--- config.mk ---
export PLATFORM = sky130hd
export DESIGN_NAME = pt_walker
export DESIGN_NICKNAME = d
export VERILOG_FILES = /design/src/rtl/pt_walk_pkg.sv /design/src/rtl/pt_va_split.sv /design/src/rtl/pt_entry_decode.sv /design/src/rtl/pt_pa_form.sv /design/src/rtl/pt_walker.sv
export SDC_FILE = /design/constraint.sdc
export NUM_CORES = 1
export LEC_CHECK = 0
export BUFFER_PORTS_ARGS = -buffer_cell sky130_fd_sc_hd__buf_2
export CORE_MARGIN = 3
export CORE_UTILIZATION = 44
export DETAILED_ROUTE_END_ITERATION = 10
export PLACE_DENSITY = 0.79
export REMOVE_ABC_BUFFERS = 1
export SLEW_MARGIN = 20
export SYNTH_ARGS = -nofsm -noshare
export SYNTH_HDL_FRONTEND = slang
export SYNTH_SLANG_ARGS = --single-unit
--- constraint.sdc ---
create_clock -name clk -period 2.5 [get_ports clk]
set_input_delay 0.25 -clock clk [delete_from_list [all_inputs] [get_ports clk]]
set_output_delay 0.25 -clock clk [all_outputs]
set_load 0.1 [all_outputs]
--- src/rtl/pt_walk_pkg.sv ---
package pt_walk_pkg;

  typedef enum logic [2:0] {
    ST_IDLE  = 3'd0,
    ST_L4    = 3'd1,
    ST_L3    = 3'd2,
    ST_L2    = 3'd3,
    ST_L1    = 3'd4,
    ST_DONE  = 3'd5,
    ST_FAULT = 3'd6
  } walk_state_t;

  // bit positions inside a table entry
  localparam int ENT_PRESENT = 0;
  localparam int ENT_WRITE   = 1;
  localparam int ENT_USER    = 2;
  localparam int ENT_BIG     = 7;
  localparam int ENT_NOEXEC  = 63;

endpackage

--- src/rtl/pt_va_split.sv ---
module pt_va_split #(
  parameter int ADDR_W   = 64,
  parameter int IDX_W    = 9,
  parameter int PG_SHIFT = 12,
  parameter int LEVELS   = 4,
  localparam int LVL_W   = $clog2(LEVELS)
) (
  input  logic [ADDR_W-1:0] va,
  input  logic [LVL_W-1:0]  lvl,
  output logic [IDX_W-1:0]  idx
);
  logic [IDX_W-1:0] idx_arr [LEVELS];

  for (genvar lv = 0; lv < LEVELS; lv++) begin : g_idx
    assign idx_arr[lv] = va[PG_SHIFT + IDX_W*lv +: IDX_W];
  end

  assign idx = idx_arr[lvl];
endmodule

--- src/rtl/pt_entry_decode.sv ---
module pt_entry_decode
  import pt_walk_pkg::*;
#(
  parameter int PTE_W    = 64,
  parameter int PA_W     = 52,
  parameter int PG_SHIFT = 12,
  localparam int FRAME_W = PA_W - PG_SHIFT
) (
  input  logic [PTE_W-1:0]   entry,
  output logic               present,
  output logic               can_write,
  output logic               can_user,
  output logic               big_page,
  output logic               no_exec,
  output logic [FRAME_W-1:0] frame
);
  assign present   = entry[ENT_PRESENT];
  assign can_write = entry[ENT_WRITE];
  assign can_user  = entry[ENT_USER];
  assign big_page  = entry[ENT_BIG];
  assign no_exec   = entry[ENT_NOEXEC];
  assign frame     = entry[PA_W-1:PG_SHIFT];
endmodule

--- src/rtl/pt_pa_form.sv ---
module pt_pa_form #(
  parameter int PA_W     = 52,
  parameter int PG_SHIFT = 12,
  parameter int IDX_W    = 9,
  parameter int LVL_W    = 2,
  localparam int FRAME_W = PA_W - PG_SHIFT
) (
  input  logic [FRAME_W-1:0] frame,
  input  logic [PA_W-1:0]    va_low,
  input  logic [LVL_W-1:0]   size_code,
  output logic [PA_W-1:0]    pa
);
  // mask of the offset bits kept from the virtual address
  function automatic logic [PA_W-1:0] off_mask(input logic [LVL_W-1:0] sc);
    int unsigned sh;
    sh = PG_SHIFT + IDX_W * int'(sc);
    return (PA_W'(1) << sh) - PA_W'(1);
  endfunction

  logic [PA_W-1:0] mask;
  assign mask = off_mask(size_code);
  assign pa   = ({frame, {PG_SHIFT{1'b0}}} & ~mask) | (va_low & mask);
endmodule

--- src/rtl/pt_walker.sv ---
module pt_walker
  import pt_walk_pkg::*;
#(
  parameter int ADDR_W   = 64,
  parameter int VA_W     = 48,
  parameter int PA_W     = 52,
  parameter int PTE_W    = 64,
  parameter int IDX_W    = 9,
  parameter int PG_SHIFT = 12,
  localparam int LEVELS  = 4,
  localparam int LVL_W   = $clog2(LEVELS),
  localparam int FRAME_W = PA_W - PG_SHIFT,
  localparam int ENT_SH  = PG_SHIFT - IDX_W
) (
  input  logic              clk,
  input  logic              rst_n,
  input  logic [PA_W-1:0]   root_base,
  input  logic              req_valid,
  output logic              req_ready,
  input  logic [ADDR_W-1:0] req_va,
  output logic              mem_rd_valid,
  input  logic              mem_rd_ready,
  output logic [PA_W-1:0]   mem_rd_addr,
  input  logic              mem_rsp_valid,
  input  logic [PTE_W-1:0]  mem_rsp_data,
  output logic              done,
  output logic              fault,
  output logic [LVL_W:0]    fault_level,
  output logic [PA_W-1:0]   pa,
  output logic [1:0]        page_size,
  output logic              writable,
  output logic              user_ok,
  output logic              exec_never
);

  function automatic logic is_canonical(input logic [ADDR_W-1:0] v);
    return (&v[ADDR_W-1:VA_W-1]) | ~(|v[ADDR_W-1:VA_W-1]);
  endfunction

  walk_state_t          state_q;
  logic                 issued_q;
  logic [ADDR_W-1:0]    va_q;
  logic [FRAME_W-1:0]   base_q;
  logic                 acc_rw_q, acc_us_q, acc_nx_q;
  logic [PA_W-1:0]      pa_q;
  logic [1:0]           size_q;
  logic [LVL_W:0]       flvl_q;

  // named internal events
  logic                 in_walk;
  logic [LVL_W-1:0]     cur_lvl;
  walk_state_t          next_lvl_st;
  logic                 req_fire, rd_fire, rsp_take, va_bad;
  logic                 entry_missing, entry_large, walk_end;

  logic [IDX_W-1:0]     idx;
  logic                 e_present, e_rw, e_us, e_big, e_nx;
  logic [FRAME_W-1:0]   e_frame;
  logic [PA_W-1:0]      pa_next;

  always_comb begin
    in_walk     = 1'b1;
    cur_lvl     = '0;
    next_lvl_st = ST_IDLE;
    unique case (state_q)
      ST_L4:   begin cur_lvl = LVL_W'(3); next_lvl_st = ST_L3; end
      ST_L3:   begin cur_lvl = LVL_W'(2); next_lvl_st = ST_L2; end
      ST_L2:   begin cur_lvl = LVL_W'(1); next_lvl_st = ST_L1; end
      ST_L1:   begin cur_lvl = LVL_W'(0); next_lvl_st = ST_DONE; end
      default: in_walk = 1'b0;
    endcase
  end

  pt_va_split #(.ADDR_W(ADDR_W), .IDX_W(IDX_W), .PG_SHIFT(PG_SHIFT), .LEVELS(LEVELS)) u_split (
    .va(va_q), .lvl(cur_lvl), .idx(idx)
  );

  pt_entry_decode #(.PTE_W(PTE_W), .PA_W(PA_W), .PG_SHIFT(PG_SHIFT)) u_dec (
    .entry(mem_rsp_data), .present(e_present), .can_write(e_rw), .can_user(e_us),
    .big_page(e_big), .no_exec(e_nx), .frame(e_frame)
  );

  pt_pa_form #(.PA_W(PA_W), .PG_SHIFT(PG_SHIFT), .IDX_W(IDX_W), .LVL_W(LVL_W)) u_pa (
    .frame(e_frame), .va_low(va_q[PA_W-1:0]), .size_code(cur_lvl), .pa(pa_next)
  );

  assign req_ready     = (state_q == ST_IDLE);
  assign req_fire      = req_ready && req_valid;
  assign va_bad        = !is_canonical(req_va);
  assign mem_rd_valid  = in_walk && !issued_q;
  assign mem_rd_addr   = {base_q, idx, {ENT_SH{1'b0}}};
  assign rd_fire       = mem_rd_valid && mem_rd_ready;
  assign rsp_take      = in_walk && issued_q && mem_rsp_valid;
  assign entry_missing = rsp_take && !e_present;
  assign entry_large   = rsp_take && e_present && e_big &&
                         (state_q == ST_L3 || state_q == ST_L2);
  assign walk_end      = rsp_take && e_present && (entry_large || state_q == ST_L1);

  always_ff @(posedge clk or negedge rst_n) begin
    if (!rst_n) begin
      state_q  <= ST_IDLE;
      issued_q <= 1'b0;
      va_q     <= '0;
      base_q   <= '0;
      acc_rw_q <= 1'b0;
      acc_us_q <= 1'b0;
      acc_nx_q <= 1'b0;
      pa_q     <= '0;
      size_q   <= '0;
      flvl_q   <= '0;
    end else begin
      unique case (state_q)
        ST_IDLE: begin
          if (req_fire) begin
            va_q     <= req_va;
            base_q   <= root_base[PA_W-1:PG_SHIFT];
            issued_q <= 1'b0;
            acc_rw_q <= 1'b1;
            acc_us_q <= 1'b1;
            acc_nx_q <= 1'b0;
            if (va_bad) begin
              state_q <= ST_FAULT;
              flvl_q  <= '0;
            end else begin
              state_q <= ST_L4;
            end
          end
        end
        ST_L4, ST_L3, ST_L2, ST_L1: begin
          if (rd_fire) issued_q <= 1'b1;
          if (rsp_take) begin
            issued_q <= 1'b0;
            if (entry_missing) begin
              state_q <= ST_FAULT;
              flvl_q  <= {1'b0, cur_lvl} + (LVL_W+1)'(1);
            end else begin
              acc_rw_q <= acc_rw_q & e_rw;
              acc_us_q <= acc_us_q & e_us;
              acc_nx_q <= acc_nx_q | e_nx;
              if (walk_end) begin
                state_q <= ST_DONE;
                pa_q    <= pa_next;
                size_q  <= 2'(cur_lvl);
              end else begin
                state_q <= next_lvl_st;
                base_q  <= e_frame;
              end
            end
          end
        end
        default: state_q <= ST_IDLE;
      endcase
    end
  end

  assign done        = (state_q == ST_DONE) || (state_q == ST_FAULT);
  assign fault       = (state_q == ST_FAULT);
  assign fault_level = flvl_q;
  assign pa          = pa_q;
  assign page_size   = size_q;
  assign writable    = acc_rw_q;
  assign user_ok     = acc_us_q;
  assign exec_never  = acc_nx_q;

  // completion is a single-cycle pulse
  a_r9_done_pulse: assert property (@(posedge clk) disable iff (!rst_n)
    done |=> !done);

  // a pending read keeps its address until accepted
  a_r11_rd_hold: assert property (@(posedge clk) disable iff (!rst_n)
    mem_rd_valid && !mem_rd_ready |=> mem_rd_valid && $stable(mem_rd_addr));

  // no second read right after one is accepted
  a_r11_single_read: assert property (@(posedge clk) disable iff (!rst_n)
    rd_fire |=> !mem_rd_valid);

  // non-canonical input faults on the next cycle at level code 0
  a_r1_early_fault: assert property (@(posedge clk) disable iff (!rst_n)
    req_fire && va_bad |=> done && fault && fault_level == '0 && !mem_rd_valid);

  // a missing entry ends in a fault
  a_r7_missing_faults: assert property (@(posedge clk) disable iff (!rst_n)
    entry_missing |=> done && fault && fault_level != '0);

  // a large entry ends the walk without a fault and with a large size
  a_r5_large_ends: assert property (@(posedge clk) disable iff (!rst_n)
    entry_large |=> done && !fault && page_size != 2'd0);

endmodule

== Word level (Yosys, flattened, before mapping) ==
Index checks and enable logic that the tools add are counted.

* Bits in registers: 156
* Input bits: 185
* Output and inout bits: 116

* Add/sub/neg operators: 3
* $mul: 1
* Magnitude comparators: 1
* Equality and inequality tests: 13
* Shifts and indexed selects: 1
* Multiplexer cells: 36
* Bitwise operators: 11
* Reduce and logical (&&, ||, !) cells: 27

{| class="wikitable"
|+ Operator list
! operator !! count
|-
| $mux W40 || 4
|-
| $and A52 B52 Y52 || 2
|-
| $pmux W40 S2 || 1
|-
| $not A52 Y52 || 1
|-
| $or A52 B52 Y52 || 1
|-
| $shl A1 B32 Y52 const A || 1
|-
| $sub A52 B2 Y52 const B || 1
|-
| $add A5 B32 Y32 const A || 1
|-
| $mux W3 || 9
|-
| $bmux W9 S2 || 1
|-
| $mux W9 || 2
|-
| $reduce_and A17 Y1 || 1
|-
| $reduce_or A17 Y1 || 1
|-
| $pmux W3 S2 || 2
|-
| $pmux W3 S4 || 1
|-
| $mux W1 || 11
|-
| $logic_and A1 B1 Y1 || 10
|-
| $reduce_and A5 Y1 || 2
|-
| $eq A3 B3 Y1 const B || 3
|-
| $pmux W1 S2 || 4
|-
| $reduce_and A4 Y1 || 2
|-
| $eq A3 B2 Y1 const B || 2
|-
| $mul A4 B2 Y6 const A || 1
|-
| $ne A2 B1 Y1 const B || 3
|-
| 17 further kinds || 26
|}

== Longest topological paths before layout ==
* Word-level depth: 14
* Depth in mapped cells: 12
* Mapped depth without buffers: 10

== By module ==
From an unflattened synthesis, not the netlist that was laid out.

* Cell total of the unflattened synthesis: 689
* Area, all modules: 8570.7 µm²

{| class="wikitable"
|+ Modules (own cells, without submodules)
! module !! instances !! cells each !! area an instance (µm²) !! sequential area each (µm²)
|-
| pt_walker || 1 || 523 || 7064.3 || 4204.0
|-
| pt_pa_form || 1 || 110 || 949.7 || 0.0
|-
| pt_entry_decode || 1 || 45 || 337.8 || 0.0
|-
| pt_va_split || 1 || 11 || 219.0 || 0.0
|}

== Worst setup path after synthesis ==
OpenSTA, ideal clock, no wires.

* Path type: register to output
* Start point: register state_q[2]
* End point: output mem_rd_addr[10]
* Data arrival time: 2895 ps
* Required time: 2250 ps
* Path slack: -645 ps
* Stages on the path, launching flop included: 7
* Path buffers: 2
* Cells stage by stage: dfrtp_1 buf_2 nand2b_1 inv_1 clkbuf_1 nand2_1 a31oi_1

* Word-level cells in the longest chain between the ends: 6

{| class="wikitable"
|+ Ends and longest elaborated chain
! item !! line !! RTL
|-
| start: declaration || pt_walker.sv:40 || <nowiki>walk_state_t state_q;</nowiki>
|-
| start signal: assignment || pt_walker.sv:145 || <nowiki>state_q <= next_lvl_st;</nowiki>
|-
| $eq A3 B2 Y1 or $eq A3 B1 Y1 (tied branches) || pt_walker.sv:65 || <nowiki>unique case (state_q)</nowiki>
|-
| $pmux W2 S3 (*) || pt_walker.sv:65 ||
|-
| via cur_lvl[0] || pt_walker.sv:51 || <nowiki>logic [LVL_W-1:0] cur_lvl;</nowiki>
|-
| $not A2 Y3 (not written as such) (*) || pt_va_split.sv:18 || <nowiki>assign idx = idx_arr[lvl];</nowiki>
|-
| $bmux W9 S2 (*) || pt_va_split.sv:18 ||
|-
| $mux W9 (not written as such) (*) (2 in series) || pt_va_split.sv:18 ||
|-
| end: declaration || pt_walker.sv:23 || <nowiki>output logic [PA_W-1:0] mem_rd_addr,</nowiki>
|}

The timed path passes the listed nets; every way through them passes the cells marked *. The select of a mux whose other input is x is not followed.

== Worst setup path in the final report ==
* Start point: register state_q[2]
* End point: output mem_rd_addr[7]

* Word-level cells in the longest chain between the ends: 6

{| class="wikitable"
|+ Ends and longest elaborated chain
! item !! line
|-
| $eq A3 B2 Y1 or $eq A3 B1 Y1 (tied branches) || pt_walker.sv:65
|-
| $pmux W2 S3 (*) || pt_walker.sv:65
|-
| $not A2 Y3 (not written as such) (*) || pt_va_split.sv:18
|-
| $bmux W9 S2 (*) || pt_va_split.sv:18
|-
| $mux W9 (not written as such) (*) (2 in series) || pt_va_split.sv:18
|}

Mark *: on every way between the ends. The rest lies on a longest branch, timed or not. The select of a mux whose other input is x is not followed.

==> summary by stage <==
Routing
The final routed wirelength across all metal layers is 20.75 mm. The pre-antenna-repair detailed-routing pass consisted of 6 iterations. In this run, the number of DRC markers left after iteration 0 of detailed routing was 206. The routed wirelength normalized by instance count is 17.53 um. The number of vias per cell after detailed routing is 5.168. The detailed router placed 6119 vias in this run. In this run the remaining antenna-violating nets after routing total 0. In the routed design, unresolved DRC markers number 0.

Placement
The final weighted congestion in routability-driven placement is 0.8245. Counting tap cells, the placed design contains a total of 1151 instances. OpenSTA, run right after detailed placement, puts the worst setup slack at 0.2863 ns. The total half-perimeter wirelength after legalization and detailed placement is 15.21 mm. The post-placement cell area is 8965 um^2. The number of port buffers is 266.

Hold path
The min-delay analysis places its worst path in the category in -> reg. The worst hold path startpoint is req_va[43].

Logic synthesis
The part of the Yosys area used for sequential elements is 0.5301. In the synthesized netlist the dominant register cell turns out to be sky130_fd_sc_hd__dfrtp_1. The number of enable-type register cells in the synthesized netlist is 0. The total number of yosys warnings is 0. The synthesized instance count is 691. After synthesis, the share of flip-flops with an asynchronous set or reset is 1.000.

Yosys mapped the design onto 45 distinct sky130hd cell types. The synthesized area is 7223 um^2. Counting flops and latches in the post-synthesis netlist gives 153. A synthesized cell averages 10.45 um^2.

Clock tree
Clock-pin slew was measured on the worst setup and hold paths at 0.07 ns. The H-tree was split into 4 levels. The number of sinks driven by the clock tree is 153. The number of CTS-inserted buffers is 17. The cell sitting at the root of the clock tree is a sky130_fd_sc_hd__clkbuf_16. In this run the deepest clock path goes through 2 buffers. TritonCTS built the clock tree. The clock network latency to the later pin of the worst-skew pair is 0.43 ns.

Layout
The number of nets in the finished design is 1148. The post-layout instance count excluding filler cells is 1184. Leaving out fill and tap cells, the most frequent cell in the layout is sky130_fd_sc_hd__buf_2. In the layout the commonest cells are 255 x sky130_fd_sc_hd__buf_2, 153 x sky130_fd_sc_hd__dfrtp_1, 128 x sky130_fd_sc_hd__nand2_1. Counting the fill cells in the layout gives 1406.

In the final layout, the share of cells above drive strength 1 is 0.3740. Summing all non-filler instances in the final layout gives an area of 9632 um^2. Relative to the synthesized area, the layout overhead comes to 33.34%.

The repair_antennas step left the layout with diodes totalling 0.

Job
Max-cap violations in this run came to 0.

STA
The number of pins exceeding their max-slew limit in the final report is 0. The post-route worst setup slack is 0.1379 ns. The final worst clock skew is 0.008955 ns. The worst path in the final design needs a cycle of 2.362 ns, including I/O delays and setup. The period utilization is 0.9449.

The number of setup violations in the final report is 0. For the pin with the worst max-slew slack, the measured transition is 0.5264 ns. In this run the tightest slew margin relative to its limit is 0.6491. The count of final hold-check violations is 0. The maximum frequency from static timing analysis is 0.4233 GHz. Setup repair after global routing left no endpoint under its margin.

Global routing
The largest net degree at the start of global routing is 70. The initial antenna violation count is 0. The first global-routing pass estimated 32.22 mm of wire. The number of global-route vias before repair is 6126. The all-layer global routing usage is 0.2287.

The total overflow left after global routing is 0.

Worst setup path
The worst setup path startpoint is state_q[2]. Broken down by cell family, the worst path's largest delay share belongs to simple AND/OR/NAND/NOR gates. The critical path contains buffers and inverters numbering 3 combined. On the critical path, the stage with the largest delay is an instance of sky130_fd_sc_hd__dfrtp_1. The sort of element at the end of the critical path is a primary output.

Data on the critical path is required at its endpoint by 2.25 ns. In this run the critical register-to-register path is launched from state_q[0]. The worst setup path is of the reg -> out kind.

The worst setup path is launched from a register. Along the worst path, the maximum fanout reaches 16. Data arrives at the worst endpoint at 2.11 ns. Traced cell by cell, the critical path runs through nand2b_2 > inv_2 > buf_8 > nand2_1 > and3_1 > a31oi_2 > buf_12. For this run, the slowest stage of the critical path takes 0.45 ns.

Run status
The flow ran to the end, and the final reports show no timing, DRC or antenna violations.

Floorplan
The floorplan step defined a die boundary enclosing 17990 um^2. In this run the horizontal extent of the chip is 134.1 um. 301 I/O pins were placed.

The row count is 46. The initial utilization of the core area, before any placement, comes to 0.4514. The die is 134.1 um tall. The core region area is 16000 um^2.
-- cell usage after synthesis (3+ instances only) --
cell type / n / area [um^2]
sky130_fd_sc_hd__a21o_1: 3 / 22.52
sky130_fd_sc_hd__a21oi_1: 46 / 230.2
sky130_fd_sc_hd__a31oi_1: 12 / 75.07
sky130_fd_sc_hd__and2_1: 3 / 18.77
sky130_fd_sc_hd__and3_1: 11 / 68.82
sky130_fd_sc_hd__buf_2: 14 / 70.07
sky130_fd_sc_hd__buf_4: 10 / 75.07
sky130_fd_sc_hd__buf_6: 5 / 56.30
sky130_fd_sc_hd__clkbuf_1: 19 / 71.32
sky130_fd_sc_hd__dfrtp_1: 153 / 3829
sky130_fd_sc_hd__ha_1: 8 / 100.1
sky130_fd_sc_hd__inv_1: 3 / 11.26
sky130_fd_sc_hd__mux2_1: 29 / 326.6
sky130_fd_sc_hd__mux2_2: 21 / 236.5
sky130_fd_sc_hd__mux2i_1: 74 / 740.7
sky130_fd_sc_hd__nand2_1: 128 / 480.5
sky130_fd_sc_hd__nand2b_1: 6 / 37.54
sky130_fd_sc_hd__nand3_1: 11 / 55.05
sky130_fd_sc_hd__nand3b_1: 4 / 30.03
sky130_fd_sc_hd__nand4_1: 4 / 25.02
sky130_fd_sc_hd__nor2_1: 49 / 183.9
sky130_fd_sc_hd__nor3_1: 4 / 20.02
sky130_fd_sc_hd__o21ai_0: 43 / 215.2
-- final cells by class --
type	instances	area, um^2	area share
Sequential cell	153	3829	0.3975
Timing Repair Buffer	291	1739	0.1806
Inverter	4	15.01	0.001559
Clock inverter	10	117.6	0.01221
Multi-Input combinational cell	488	3187	0.3309
Clock buffer	22	474.2	0.04923
Tap cell	216	270.3	0.02806
-- worst paths after layout --
| check | endpoint | slack (ns) | cells past startpoint |
|---|---|---|---|
| setup / recovery | mem_rd_addr[7] | 0.14 | 7 |
| hold / removal | va_q[43] | 0.04 | 2 |
| setup reg to reg | pa[10] | 0.26 | 10 |
| hold reg to reg | pa[6] | 0.46 | 2 |
| max in group asynchronous | va_q[45] | 1.40 | 3 |
| min in group asynchronous | pa[2] | 0.34 | 2 |
-- per-stage QoR --
stage | hold WS, ns | TNS (ns) | utilization
detailed placement | 0.2320 | 0 | 0.5603
finish | 0.04143 | 0 | 0.6020
CTS | 0.02587 | 0 | 0.5993
global route | 0.02898 | 0 | 0.6020
global placement | 0.2321 | 0 | 0.5603
floorplan | -0.04559 | -86.07 | -
-- cell families after synthesis --
family                   share of synthesized area
AND/OR/NAND/NOR                             0.1377
flip-flops                                  0.5301
multiplexers                                0.1805
AO/OA/AOI/OAI                              0.09389
buffers and inverters                      0.03984
adder cells (fa/ha/maj)                    0.01386
XOR/XNOR                                  0.003638
other                                    0.0005192
-- layer usage --
layer / global-route usage / vias up / part of all wire
li1: - / 2915 / -
met1: 0.2805 / 2934 / 0.41
met2: 0.3936 / 244 / 0.50
met3: 0.07277 / 26 / 0.081
met4: 0.05826 / 0 / 0.015
met5: 0 / - / 0
-- state kept, by name, indices dropped and copies added, names as in the netlist --
register,cells
exec_never,1
state_q,3
user_ok,1
page_size,2
fault_level,3
pa,52
base_q,40
writable,1
issued_q,1
va_q,49
-- worst register-to-register path, cell delays in order, from the launching register on --
cell                      delay (ns)
sky130_fd_sc_hd__dfrtp_1        0.39
sky130_fd_sc_hd__xor2_1         0.21
sky130_fd_sc_hd__nor2b_4        0.22
sky130_fd_sc_hd__inv_1          0.07
sky130_fd_sc_hd__ha_1           0.33
sky130_fd_sc_hd__nor2_1         0.21
sky130_fd_sc_hd__nand3_1        0.15
sky130_fd_sc_hd__ha_1           0.23
sky130_fd_sc_hd__nand3_1        0.07
sky130_fd_sc_hd__nor2_1         0.06
sky130_fd_sc_hd__a22o_1         0.20
-- what timing repair did --
item	4_1_cts	5_1_grt
endpoints found under the hold margin	48	0
resized for setup	4	10
hold buffers	1	0
setup endpoints to repair	5	10
setup buffers	0	0
Power is left out: the tool's default activity adds up to more than one toggle a clock period on the data nets, which glitch-free logic cannot reach.
